<file path="config.mk">
export PLATFORM = sky130hd
export DESIGN_NAME = sfr_mmap_reader
export DESIGN_NICKNAME = d
export VERILOG_FILES = /design/src/rtl/sfr_pkg.sv /design/src/rtl/sfr_setup_bank.sv /design/src/rtl/sfr_sclk_gen.sv /design/src/rtl/sfr_read_seq.sv /design/src/rtl/sfr_mmap_reader.sv
export SDC_FILE = /design/constraint.sdc
export NUM_CORES = 1
export LEC_CHECK = 0
export BUFFER_PORTS_ARGS = -buffer_cell sky130_fd_sc_hd__buf_2
export CAP_MARGIN = 20
export CELL_PAD_IN_SITES_DETAIL_PLACEMENT = 1
export CELL_PAD_IN_SITES_GLOBAL_PLACEMENT = 1
export CORE_UTILIZATION = 40
export CTS_CLUSTER_DIAMETER = 150
export DETAILED_ROUTE_END_ITERATION = 16
export GPL_TIMING_DRIVEN = 0
export MAX_ROUTING_LAYER = met4
export PLACE_DENSITY = 0.69
export SETUP_SLACK_MARGIN = 0.05
export SYNTH_ARGS = -nofsm -noshare
export SYNTH_HDL_FRONTEND = slang
export SYNTH_HIERARCHICAL = 1
export SYNTH_SLANG_ARGS = --single-unit
export TNS_END_PERCENT = 30
</file>
<file path="constraint.sdc">
create_clock -name clk -period 3.1 [get_ports clk]
set_input_delay 0.62 -clock clk [delete_from_list [all_inputs] [get_ports clk]]
set_output_delay 0.62 -clock clk [all_outputs]
set_load 0.01 [all_outputs]
</file>
<file path="src/rtl/sfr_pkg.sv">
package sfr_pkg;

  localparam int SETUP_W = 14;

  // Field order fixes the bit positions: opcode 7:0, addr_bytes_m1 9:8,
  // dummy_bytes 11:10, rmode 13:12.
  typedef struct packed {
    logic [1:0] rmode;
    logic [1:0] dummy_bytes;
    logic [1:0] addr_bytes_m1;
    logic [7:0] opcode;
  } sfr_setup_t;

  typedef enum logic [1:0] {
    PH_CMD   = 2'd0,
    PH_ADDR  = 2'd1,
    PH_DUMMY = 2'd2,
    PH_DATA  = 2'd3
  } sfr_phase_e;

  typedef enum logic [1:0] {
    ST_IDLE = 2'd0,
    ST_XFER = 2'd1,
    ST_DONE = 2'd2
  } sfr_state_e;

  localparam sfr_setup_t SETUP_RST = '{rmode: 2'd0, dummy_bytes: 2'd0,
                                      addr_bytes_m1: 2'd2, opcode: 8'h03};

  function automatic logic [2:0] lanes_of(input logic [1:0] m);
    case (m)
      2'd1:    return 3'd2;
      2'd3:    return 3'd4;
      default: return 3'd1;
    endcase
  endfunction

endpackage

</file>
<file path="src/rtl/sfr_setup_bank.sv">
module sfr_setup_bank
  import sfr_pkg::*;
#(
  parameter  int NCS   = 4,
  localparam int IDX_W = (NCS > 1) ? $clog2(NCS) : 1
) (
  input  logic             clk,
  input  logic             rst_n,
  input  logic             wr_en,
  input  logic [IDX_W-1:0] wr_idx,
  input  sfr_setup_t       wr_data,
  input  logic [IDX_W-1:0] rd_idx,
  output sfr_setup_t       rd_setup
);

  sfr_setup_t ent_arr [NCS];

  generate
    for (genvar g = 0; g < NCS; g++) begin : g_ent
      sfr_setup_t ent_q;
      logic       hit;
      assign hit = wr_en && (wr_idx == IDX_W'(g));
      always_ff @(posedge clk or negedge rst_n) begin
        if (!rst_n)   ent_q <= SETUP_RST;
        else if (hit) ent_q <= wr_data;
      end
      assign ent_arr[g] = ent_q;
    end
  endgenerate

  always_comb begin
    if (32'(rd_idx) < NCS) rd_setup = ent_arr[rd_idx];
    else                   rd_setup = SETUP_RST;
  end

endmodule

</file>
<file path="src/rtl/sfr_sclk_gen.sv">
module sfr_sclk_gen #(
  parameter  int HALF = 2,
  localparam int CW   = (HALF > 1) ? $clog2(HALF) : 1
) (
  input  logic clk,
  input  logic rst_n,
  input  logic run,
  output logic sclk,
  output logic rise_tick,
  output logic fall_tick
);

  logic [CW-1:0] cnt_q, cnt_d;
  logic          sclk_q, sclk_d;
  logic          wrap;

  assign wrap      = run && (cnt_q == CW'(HALF - 1));
  assign rise_tick = wrap && !sclk_q;
  assign fall_tick = wrap &&  sclk_q;
  assign sclk      = sclk_q;

  always_comb begin
    cnt_d  = cnt_q;
    sclk_d = sclk_q;
    if (!run) begin
      cnt_d  = '0;
      sclk_d = 1'b0;
    end else if (wrap) begin
      cnt_d  = '0;
      sclk_d = !sclk_q;
    end else begin
      cnt_d  = cnt_q + CW'(1);
    end
  end

  always_ff @(posedge clk or negedge rst_n) begin
    if (!rst_n) begin
      cnt_q  <= '0;
      sclk_q <= 1'b0;
    end else begin
      cnt_q  <= cnt_d;
      sclk_q <= sclk_d;
    end
  end

  AST_SCLK_PARK: assert property (@(posedge clk) disable iff (!rst_n) !run |=> !sclk);

endmodule

</file>
<file path="src/rtl/sfr_read_seq.sv">
module sfr_read_seq
  import sfr_pkg::*;
#(
  parameter int ADDR_W = 24
) (
  input  logic              clk,
  input  logic              rst_n,
  input  logic              start,
  input  sfr_setup_t        setup,
  input  logic [ADDR_W-1:0] addr,
  input  logic              rise_tick,
  input  logic              fall_tick,
  input  logic [3:0]        io_in,
  output logic              active,
  output logic              done,
  output logic [31:0]       word,
  output logic [3:0]        io_out,
  output logic [3:0]        io_oe
);

  localparam int OUT_W = 8 + 32;

  logic             act_q, act_d;
  logic             done_q, done_d;
  sfr_phase_e       ph_q, ph_d;
  logic [5:0]       left_q, left_d;
  logic [OUT_W-1:0] sho_q, sho_d;
  logic [31:0]      shi_q, shi_d;
  logic [2:0]       lanes_q, lanes_d;
  logic [1:0]       dmy_q, dmy_d;
  logic [1:0]       ab_q, ab_d;

  logic [31:0] addr32;
  logic [4:0]  ash;
  logic [5:0]  data_len;

  assign addr32 = 32'(addr);
  assign ash    = {(2'd3 - setup.addr_bytes_m1), 3'b000};

  always_comb begin
    case (lanes_q)
      3'd4:    data_len = 6'd8;
      3'd2:    data_len = 6'd16;
      default: data_len = 6'd32;
    endcase
  end

  always_comb begin
    act_d   = act_q;
    done_d  = 1'b0;
    ph_d    = ph_q;
    left_d  = left_q;
    sho_d   = sho_q;
    shi_d   = shi_q;
    lanes_d = lanes_q;
    dmy_d   = dmy_q;
    ab_d    = ab_q;
    if (start && !act_q) begin
      act_d   = 1'b1;
      ph_d    = PH_CMD;
      left_d  = 6'd8;
      sho_d   = {setup.opcode, addr32 << ash};
      shi_d   = '0;
      lanes_d = lanes_of(setup.rmode);
      dmy_d   = setup.dummy_bytes;
      ab_d    = setup.addr_bytes_m1;
    end else if (act_q) begin
      if (rise_tick && ph_q == PH_DATA) begin
        case (lanes_q)
          3'd4:    shi_d = {shi_q[27:0], io_in};
          3'd2:    shi_d = {shi_q[29:0], io_in[1:0]};
          default: shi_d = {shi_q[30:0], io_in[1]};
        endcase
      end
      if (fall_tick) begin
        if (ph_q == PH_CMD || ph_q == PH_ADDR) sho_d = sho_q << 1;
        if (left_q == 6'd1) begin
          case (ph_q)
            PH_CMD: begin
              ph_d   = PH_ADDR;
              left_d = {({1'b0, ab_q} + 3'd1), 3'b000};
            end
            PH_ADDR: begin
              if (dmy_q != 2'd0) begin
                ph_d   = PH_DUMMY;
                left_d = {1'b0, dmy_q, 3'b000};
              end else begin
                ph_d   = PH_DATA;
                left_d = data_len;
              end
            end
            PH_DUMMY: begin
              ph_d   = PH_DATA;
              left_d = data_len;
            end
            default: begin
              act_d  = 1'b0;
              done_d = 1'b1;
            end
          endcase
        end else begin
          left_d = left_q - 6'd1;
        end
      end
    end
  end

  always_ff @(posedge clk or negedge rst_n) begin
    if (!rst_n) begin
      act_q   <= 1'b0;
      done_q  <= 1'b0;
      ph_q    <= PH_CMD;
      left_q  <= '0;
      sho_q   <= '0;
      shi_q   <= '0;
      lanes_q <= 3'd1;
      dmy_q   <= '0;
      ab_q    <= '0;
    end else begin
      act_q   <= act_d;
      done_q  <= done_d;
      ph_q    <= ph_d;
      left_q  <= left_d;
      sho_q   <= sho_d;
      shi_q   <= shi_d;
      lanes_q <= lanes_d;
      dmy_q   <= dmy_d;
      ab_q    <= ab_d;
    end
  end

  assign active = act_q;
  assign done   = done_q;
  assign word   = {shi_q[7:0], shi_q[15:8], shi_q[23:16], shi_q[31:24]};
  assign io_out = {3'b000, sho_q[OUT_W-1]};
  assign io_oe  = (act_q && (ph_q == PH_CMD || ph_q == PH_ADDR)) ? 4'b0001 : 4'b0000;

  AST_CMD_FIRST: assert property (@(posedge clk) disable iff (!rst_n) $rose(act_q) |-> ph_q == PH_CMD);
  AST_DATA_LAST: assert property (@(posedge clk) disable iff (!rst_n) (act_q && ph_q == PH_DATA) |=> (!act_q || ph_q == PH_DATA));
  AST_DONE_IDLE: assert property (@(posedge clk) disable iff (!rst_n) done_q |-> !act_q);

endmodule

</file>
<file path="src/rtl/sfr_mmap_reader.sv">
module sfr_mmap_reader
  import sfr_pkg::*;
#(
  parameter  int NCS    = 4,
  parameter  int ADDR_W = 24,
  parameter  int HALF   = 2,
  localparam int IDX_W  = (NCS > 1) ? $clog2(NCS) : 1
) (
  input  logic              clk,
  input  logic              rst_n,
  input  logic              mm_en,
  input  logic [2:0]        cs_route,
  input  logic              cfg_we,
  input  logic [IDX_W-1:0]  cfg_idx,
  input  logic [13:0]       cfg_data,
  input  logic              req_valid,
  input  logic [ADDR_W-1:0] req_addr,
  output logic              req_ready,
  output logic [31:0]       rsp_data,
  output logic              rsp_err,
  output logic              sclk,
  output logic [NCS-1:0]    cs_n,
  output logic [3:0]        io_out,
  output logic [3:0]        io_oe,
  input  logic [3:0]        io_in
);

  localparam logic [3:0] NCS_L = 4'(NCS);

  sfr_state_e       st_q, st_d;
  logic [IDX_W-1:0] sel_q, sel_d;
  logic [31:0]      data_q, data_d;
  logic             err_q, err_d;

  logic             route_ok;
  logic [IDX_W-1:0] route_idx;
  logic             go;
  sfr_setup_t       cur_setup;
  logic             seq_active, seq_done;
  logic [31:0]      seq_word;
  logic             rise_tick, fall_tick;

  assign route_ok  = (cs_route != 3'd0) && ({1'b0, cs_route} <= NCS_L);
  assign route_idx = IDX_W'(cs_route - 3'd1);
  assign go        = (st_q == ST_IDLE) && req_valid && mm_en && route_ok;

  sfr_setup_bank #(.NCS(NCS)) u_bank (
    .clk      (clk),
    .rst_n    (rst_n),
    .wr_en    (cfg_we),
    .wr_idx   (cfg_idx),
    .wr_data  (sfr_setup_t'(cfg_data)),
    .rd_idx   (route_idx),
    .rd_setup (cur_setup)
  );

  sfr_sclk_gen #(.HALF(HALF)) u_clk (
    .clk       (clk),
    .rst_n     (rst_n),
    .run       (seq_active),
    .sclk      (sclk),
    .rise_tick (rise_tick),
    .fall_tick (fall_tick)
  );

  sfr_read_seq #(.ADDR_W(ADDR_W)) u_seq (
    .clk       (clk),
    .rst_n     (rst_n),
    .start     (go),
    .setup     (cur_setup),
    .addr      (req_addr),
    .rise_tick (rise_tick),
    .fall_tick (fall_tick),
    .io_in     (io_in),
    .active    (seq_active),
    .done      (seq_done),
    .word      (seq_word),
    .io_out    (io_out),
    .io_oe     (io_oe)
  );

  always_comb begin
    st_d   = st_q;
    sel_d  = sel_q;
    data_d = data_q;
    err_d  = err_q;
    case (st_q)
      ST_IDLE: begin
        if (req_valid) begin
          if (mm_en && route_ok) begin
            st_d  = ST_XFER;
            sel_d = route_idx;
          end else begin
            st_d   = ST_DONE;
            err_d  = 1'b1;
            data_d = '0;
          end
        end
      end
      ST_XFER: begin
        if (seq_done) begin
          st_d   = ST_DONE;
          err_d  = 1'b0;
          data_d = seq_word;
        end
      end
      default: st_d = ST_IDLE;
    endcase
  end

  always_ff @(posedge clk or negedge rst_n) begin
    if (!rst_n) begin
      st_q   <= ST_IDLE;
      sel_q  <= '0;
      data_q <= '0;
      err_q  <= 1'b0;
    end else begin
      st_q   <= st_d;
      sel_q  <= sel_d;
      data_q <= data_d;
      err_q  <= err_d;
    end
  end

  generate
    for (genvar g = 0; g < NCS; g++) begin : g_cs
      assign cs_n[g] = !((st_q == ST_XFER) && (sel_q == IDX_W'(g)));
    end
  endgenerate

  assign req_ready = (st_q == ST_DONE);
  assign rsp_data  = data_q;
  assign rsp_err   = err_q;

  AST_ONE_CS:      assert property (@(posedge clk) disable iff (!rst_n) $onehot0(~cs_n));
  AST_READY_PULSE: assert property (@(posedge clk) disable iff (!rst_n) req_ready |=> !req_ready);
  AST_ERR_ZERO:    assert property (@(posedge clk) disable iff (!rst_n) (req_ready && rsp_err) |-> rsp_data == 32'd0);
  AST_OFF_NO_CS:   assert property (@(posedge clk) disable iff (!rst_n) (st_q == ST_IDLE && req_valid && !mm_en) |=> (&cs_n));
  AST_SCLK_IN_CS:  assert property (@(posedge clk) disable iff (!rst_n) sclk |-> !(&cs_n));
  AST_OE_IN_CS:    assert property (@(posedge clk) disable iff (!rst_n) (io_oe != 4'd0) |-> !(&cs_n));
  AST_DONE_CS_UP:  assert property (@(posedge clk) disable iff (!rst_n) req_ready |-> (&cs_n));

endmodule

</file>
==> qor.txt <==
Design area: 0.0102 sq mm
Worst slew margin relative to its limit: 57.9%
Worst reg2reg path depth: 7
Routed vias: 6,619
Max Transition Viols Final: 0
Overall track demand over capacity in global routing: 22.4%
Synth top cells by count: 171 x sky130_fd_sc_hd__dfrtp_1, 73 x sky130_fd_sc_hd__nand2_1, 65 x sky130_fd_sc_hd__mux2_2, 63 x sky130_fd_sc_hd__a22o_1, 47 x sky130_fd_sc_hd__a21oi_1
# setup viols final: 0
Area of the core: 0.0213 sq mm
Sequential element share of the synthesized area: 52.7%
Final worst-path cycle share: 89.7%
Number of buffers inserted by hold repair at cts: 0
Remaining global-route overflow: 0
Path type of the worst min-delay path: in2async
Htree depth: 4
Flop and latch count out of synthesis: 184
Worst Path Max Fanout: 10
Total clock sinks: 184
Final period demand of the worst path: 2780 ps
Post-Place Cell Area: 0.00963 sq mm
Critical register-to-register path endpoint: u_seq/sho_q[8]
Share of final-layout standard cells stronger than drive strength 1: 30.7%
Pre-CTS worst setup slack: -600 ps
Result of the run: finished clean
CP cell instances: buf_2, inv_1, ha_1, inv_1, clkbuf_2, mux4_2, buf_2, nor2_1, a211oi_1, a31oi_1
Leading register cell type out of synthesis: sky130_fd_sc_hd__dfrtp_1
Final Hold Fails: 0
Leading post-synthesis cells by cell area: sky130_fd_sc_hd__dfrtp_1 49%, sky130_fd_sc_hd__mux2_2 8.3%, sky130_fd_sc_hd__a22o_1 6.3%
Dpl hpwl: 16.0 mm
Transition time at the pin with the least slew margin: 631 ps
Setup WS post-layout: 318 ps
TritonCTS clock tree: done
Mapped Avg Cell Area: 11.3 sq um
Via count of the first global-routing pass: 7,106
Proportion of netlist area held by the largest area contributor: 48.8%
Achievable frequency: 359 MHz
Number of design rule violations left after detail routing: 0
Critical Path End Type: register
Worst flop-to-flop path startpoint: st_q[0]
Netlist Area Pre-Place: 0.00877 sq mm
Post-synth EDFFs: 0
Horizontal extent of the die: 150 um
Max stage delay on crit path: 480 ps
Number of standard cells after synthesis: 778
Most common cell in the netlist: sky130_fd_sc_hd__dfrtp_1
Total power draw: 0.00554 W
Share of synthesized flip-flops with an asynchronous set or reset: 100%
1st-iter DRT viols: 302
Final #Nets: 955
Start point of the critical path: cs_route[0]
TritonCTS Buffers: 17
Cell taking the most area after synthesis: sky130_fd_sc_hd__dfrtp_1
Reported leakage power: 4.81 nW
Category of the worst setup path launch point: input pin
IR drop worst, VDD: 327 uV
Number of input and output port buffers inserted: 92
Max stage delay cell, worst path: sky130_fd_sc_hd__nor2_1
Drt total wl: 22.9 mm
YS warnings: 6
Unrepaired setup endpoints after global routing: no
Die Area: 0.0225 sq mm
Number of buffers on the longest clock path: 2
Core Rows: 53
Area delta synth->final: 16.7%
Initial Utilization: 41.2%
Gpl congestion: 0.845
First-pass GRT wire length: 37.7 mm
Required arrival time at the worst endpoint: 3450 ps
Number of diodes added for antenna fixing: 0
End of the critical path: u_seq/sho_q[24]
Pwr per Cell Area: 541 mW/mm^2
Max-cap violations: 0
Average wire per standard cell: 19.4 um
Worst EP arrival: 3130 ps
Fill cell instance count of the final layout: 2,332
Remaining number of nets flagged by the antenna check after routing: 0
Number of antenna violations at the first check in global routing: 0
Vias per cell: 5.60
Clock Skew: 10.9 ps
Die extent in y: 150 um
Clock latency at the later pin of the worst-skew pair: 440 ps
R2R Setup Slk: 740 ps
Number of distinct library cell variants in the gate-level netlist after synthesis: 50
Clock root cell: sky130_fd_sc_hd__clkbuf_16
Pre-antenna DRT Iters: 4
Pin count of the biggest net entering global routing: 121
Clock slew seen by the registers of the worst setup and hold paths: 70 ps
Critical path class: in2reg
Ports: 99
## flip-flops by register name, indices dropped and copies added, names as in the netlist
register	flops
u_seq/ph_q	2
u_seq/active	1
u_seq/dmy_q	2
u_seq/ab_q	2
u_seq/done	1
u_seq/left_q	6
u_clk/sclk	1
u_bank/ent_arr	56
u_seq/sho_q	40
u_seq/shi_q	32
rsp_err	1
sel_q	2
rsp_data	32
u_clk/cnt_q	1
st_q	2
u_seq/lanes_q	3
## through the flow
stage / cells / setup TNS, ps / utilization [%] / hold slack, ps
CTS: 1183 / 0 / 48.1 / 146
global placement: 1150 / -308620 / 45.1 / 479
detailed placement: 1151 / -11550 / 45.3 / 482
global route: 1183 / 0 / 48.1 / 163
finish: 1183 / 0 / 48.1 / 128
floorplan: 783 / 0 / - / 324
## layout by cell type (no fill, tap or decap), types with 14 or more instances in the layout
cell,instances
sky130_fd_sc_hd__a31oi_1,21
sky130_fd_sc_hd__a22o_1,63
sky130_fd_sc_hd__nand3_1,39
sky130_fd_sc_hd__mux2i_1,20
sky130_fd_sc_hd__inv_1,16
sky130_fd_sc_hd__clkbuf_1,16
sky130_fd_sc_hd__clkbuf_16,17
sky130_fd_sc_hd__a21oi_1,47
sky130_fd_sc_hd__mux2_2,65
sky130_fd_sc_hd__o21ai_1,32
sky130_fd_sc_hd__dfrtp_1,171
sky130_fd_sc_hd__o21ai_0,24
sky130_fd_sc_hd__nand2_1,73
sky130_fd_sc_hd__mux4_2,14
sky130_fd_sc_hd__buf_2,122
sky130_fd_sc_hd__nor2_1,40
## worst min path at each step
stage                 startpoint            to  slack [ps]  cells past startpoint
floorplan                  rst_n   rsp_data[0]         320                      0
global placement    rsp_data[15]  rsp_data[15]         480                      1
detailed placement  rsp_data[23]  rsp_data[23]         480                      1
CTS                        rst_n   rsp_data[6]         150                      1
global route               rst_n       rsp_err         160                      1
finish                     rst_n       rsp_err         130                      1
## cell families (layout without fill, tap and decap cells)
group / count (synthesis) / in the layout / share of synthesized area, %
flip-flops: 184 / 184 / 52.7
buffers and inverters: 76 / 201 / 4.34
AND/OR/NAND/NOR: 184 / 184 / 10.2
adder cells (fa/ha/maj): 8 / 8 / 1.14
other: 1 / 6 / 0.0427
XOR/XNOR: 2 / 2 / 0.200
multiplexers: 101 / 101 / 14.6
AO/OA/AOI/OAI: 222 / 222 / 16.8
## layer usage
layer  track usage, %  vias to the layer above  wire length [um]
met5                -                        -                 0
met4             5.66                        0               275
met3             3.33                       20               682
met2             38.1                      119             11600
met1             27.9                     3410             10300
li1                 -                     3070                 -
## power by group
group	total, W	internal, W	switching [W]	leakage [nW]
logic	0.000620	0.000306	0.000314	2.39
clock network	0.00225	0.00129	0.000968	0.289
registers	0.00267	0.00258	0.0000855	2.13
## timing repair
action                                  4_1_cts  5_1_grt
gates resized for setup                       1        2
buffers inserted                              0        0
endpoints found under the setup margin       14        8
## final cells by class
type | instances | area [sq um] | share of cell area, %
plain buffers | 60 | 323 | 3.15
clock buffers | 20 | 437 | 4.26
inverters | 16 | 60.1 | 0.586
flip-flops and latches | 184 | 4620 | 45.1
repair buffers | 93 | 498 | 4.86
clock inverters | 12 | 168 | 1.64
multi-input cells | 523 | 3790 | 37.0
well taps | 275 | 344 | 3.36
## worst max-delay path: cells and delay by family
| family | cells | cell delay, ps |
|---|---|---|
| AO/OA/AOI/OAI | 2 | 340 |
| adder cells (fa/ha/maj) | 1 | 280 |
| buffers and inverters | 5 | 1000 |
| multiplexers | 1 | 410 |
| AND/OR/NAND/NOR | 1 | 480 |
Note: power is estimated with default switching activity, not from simulation.
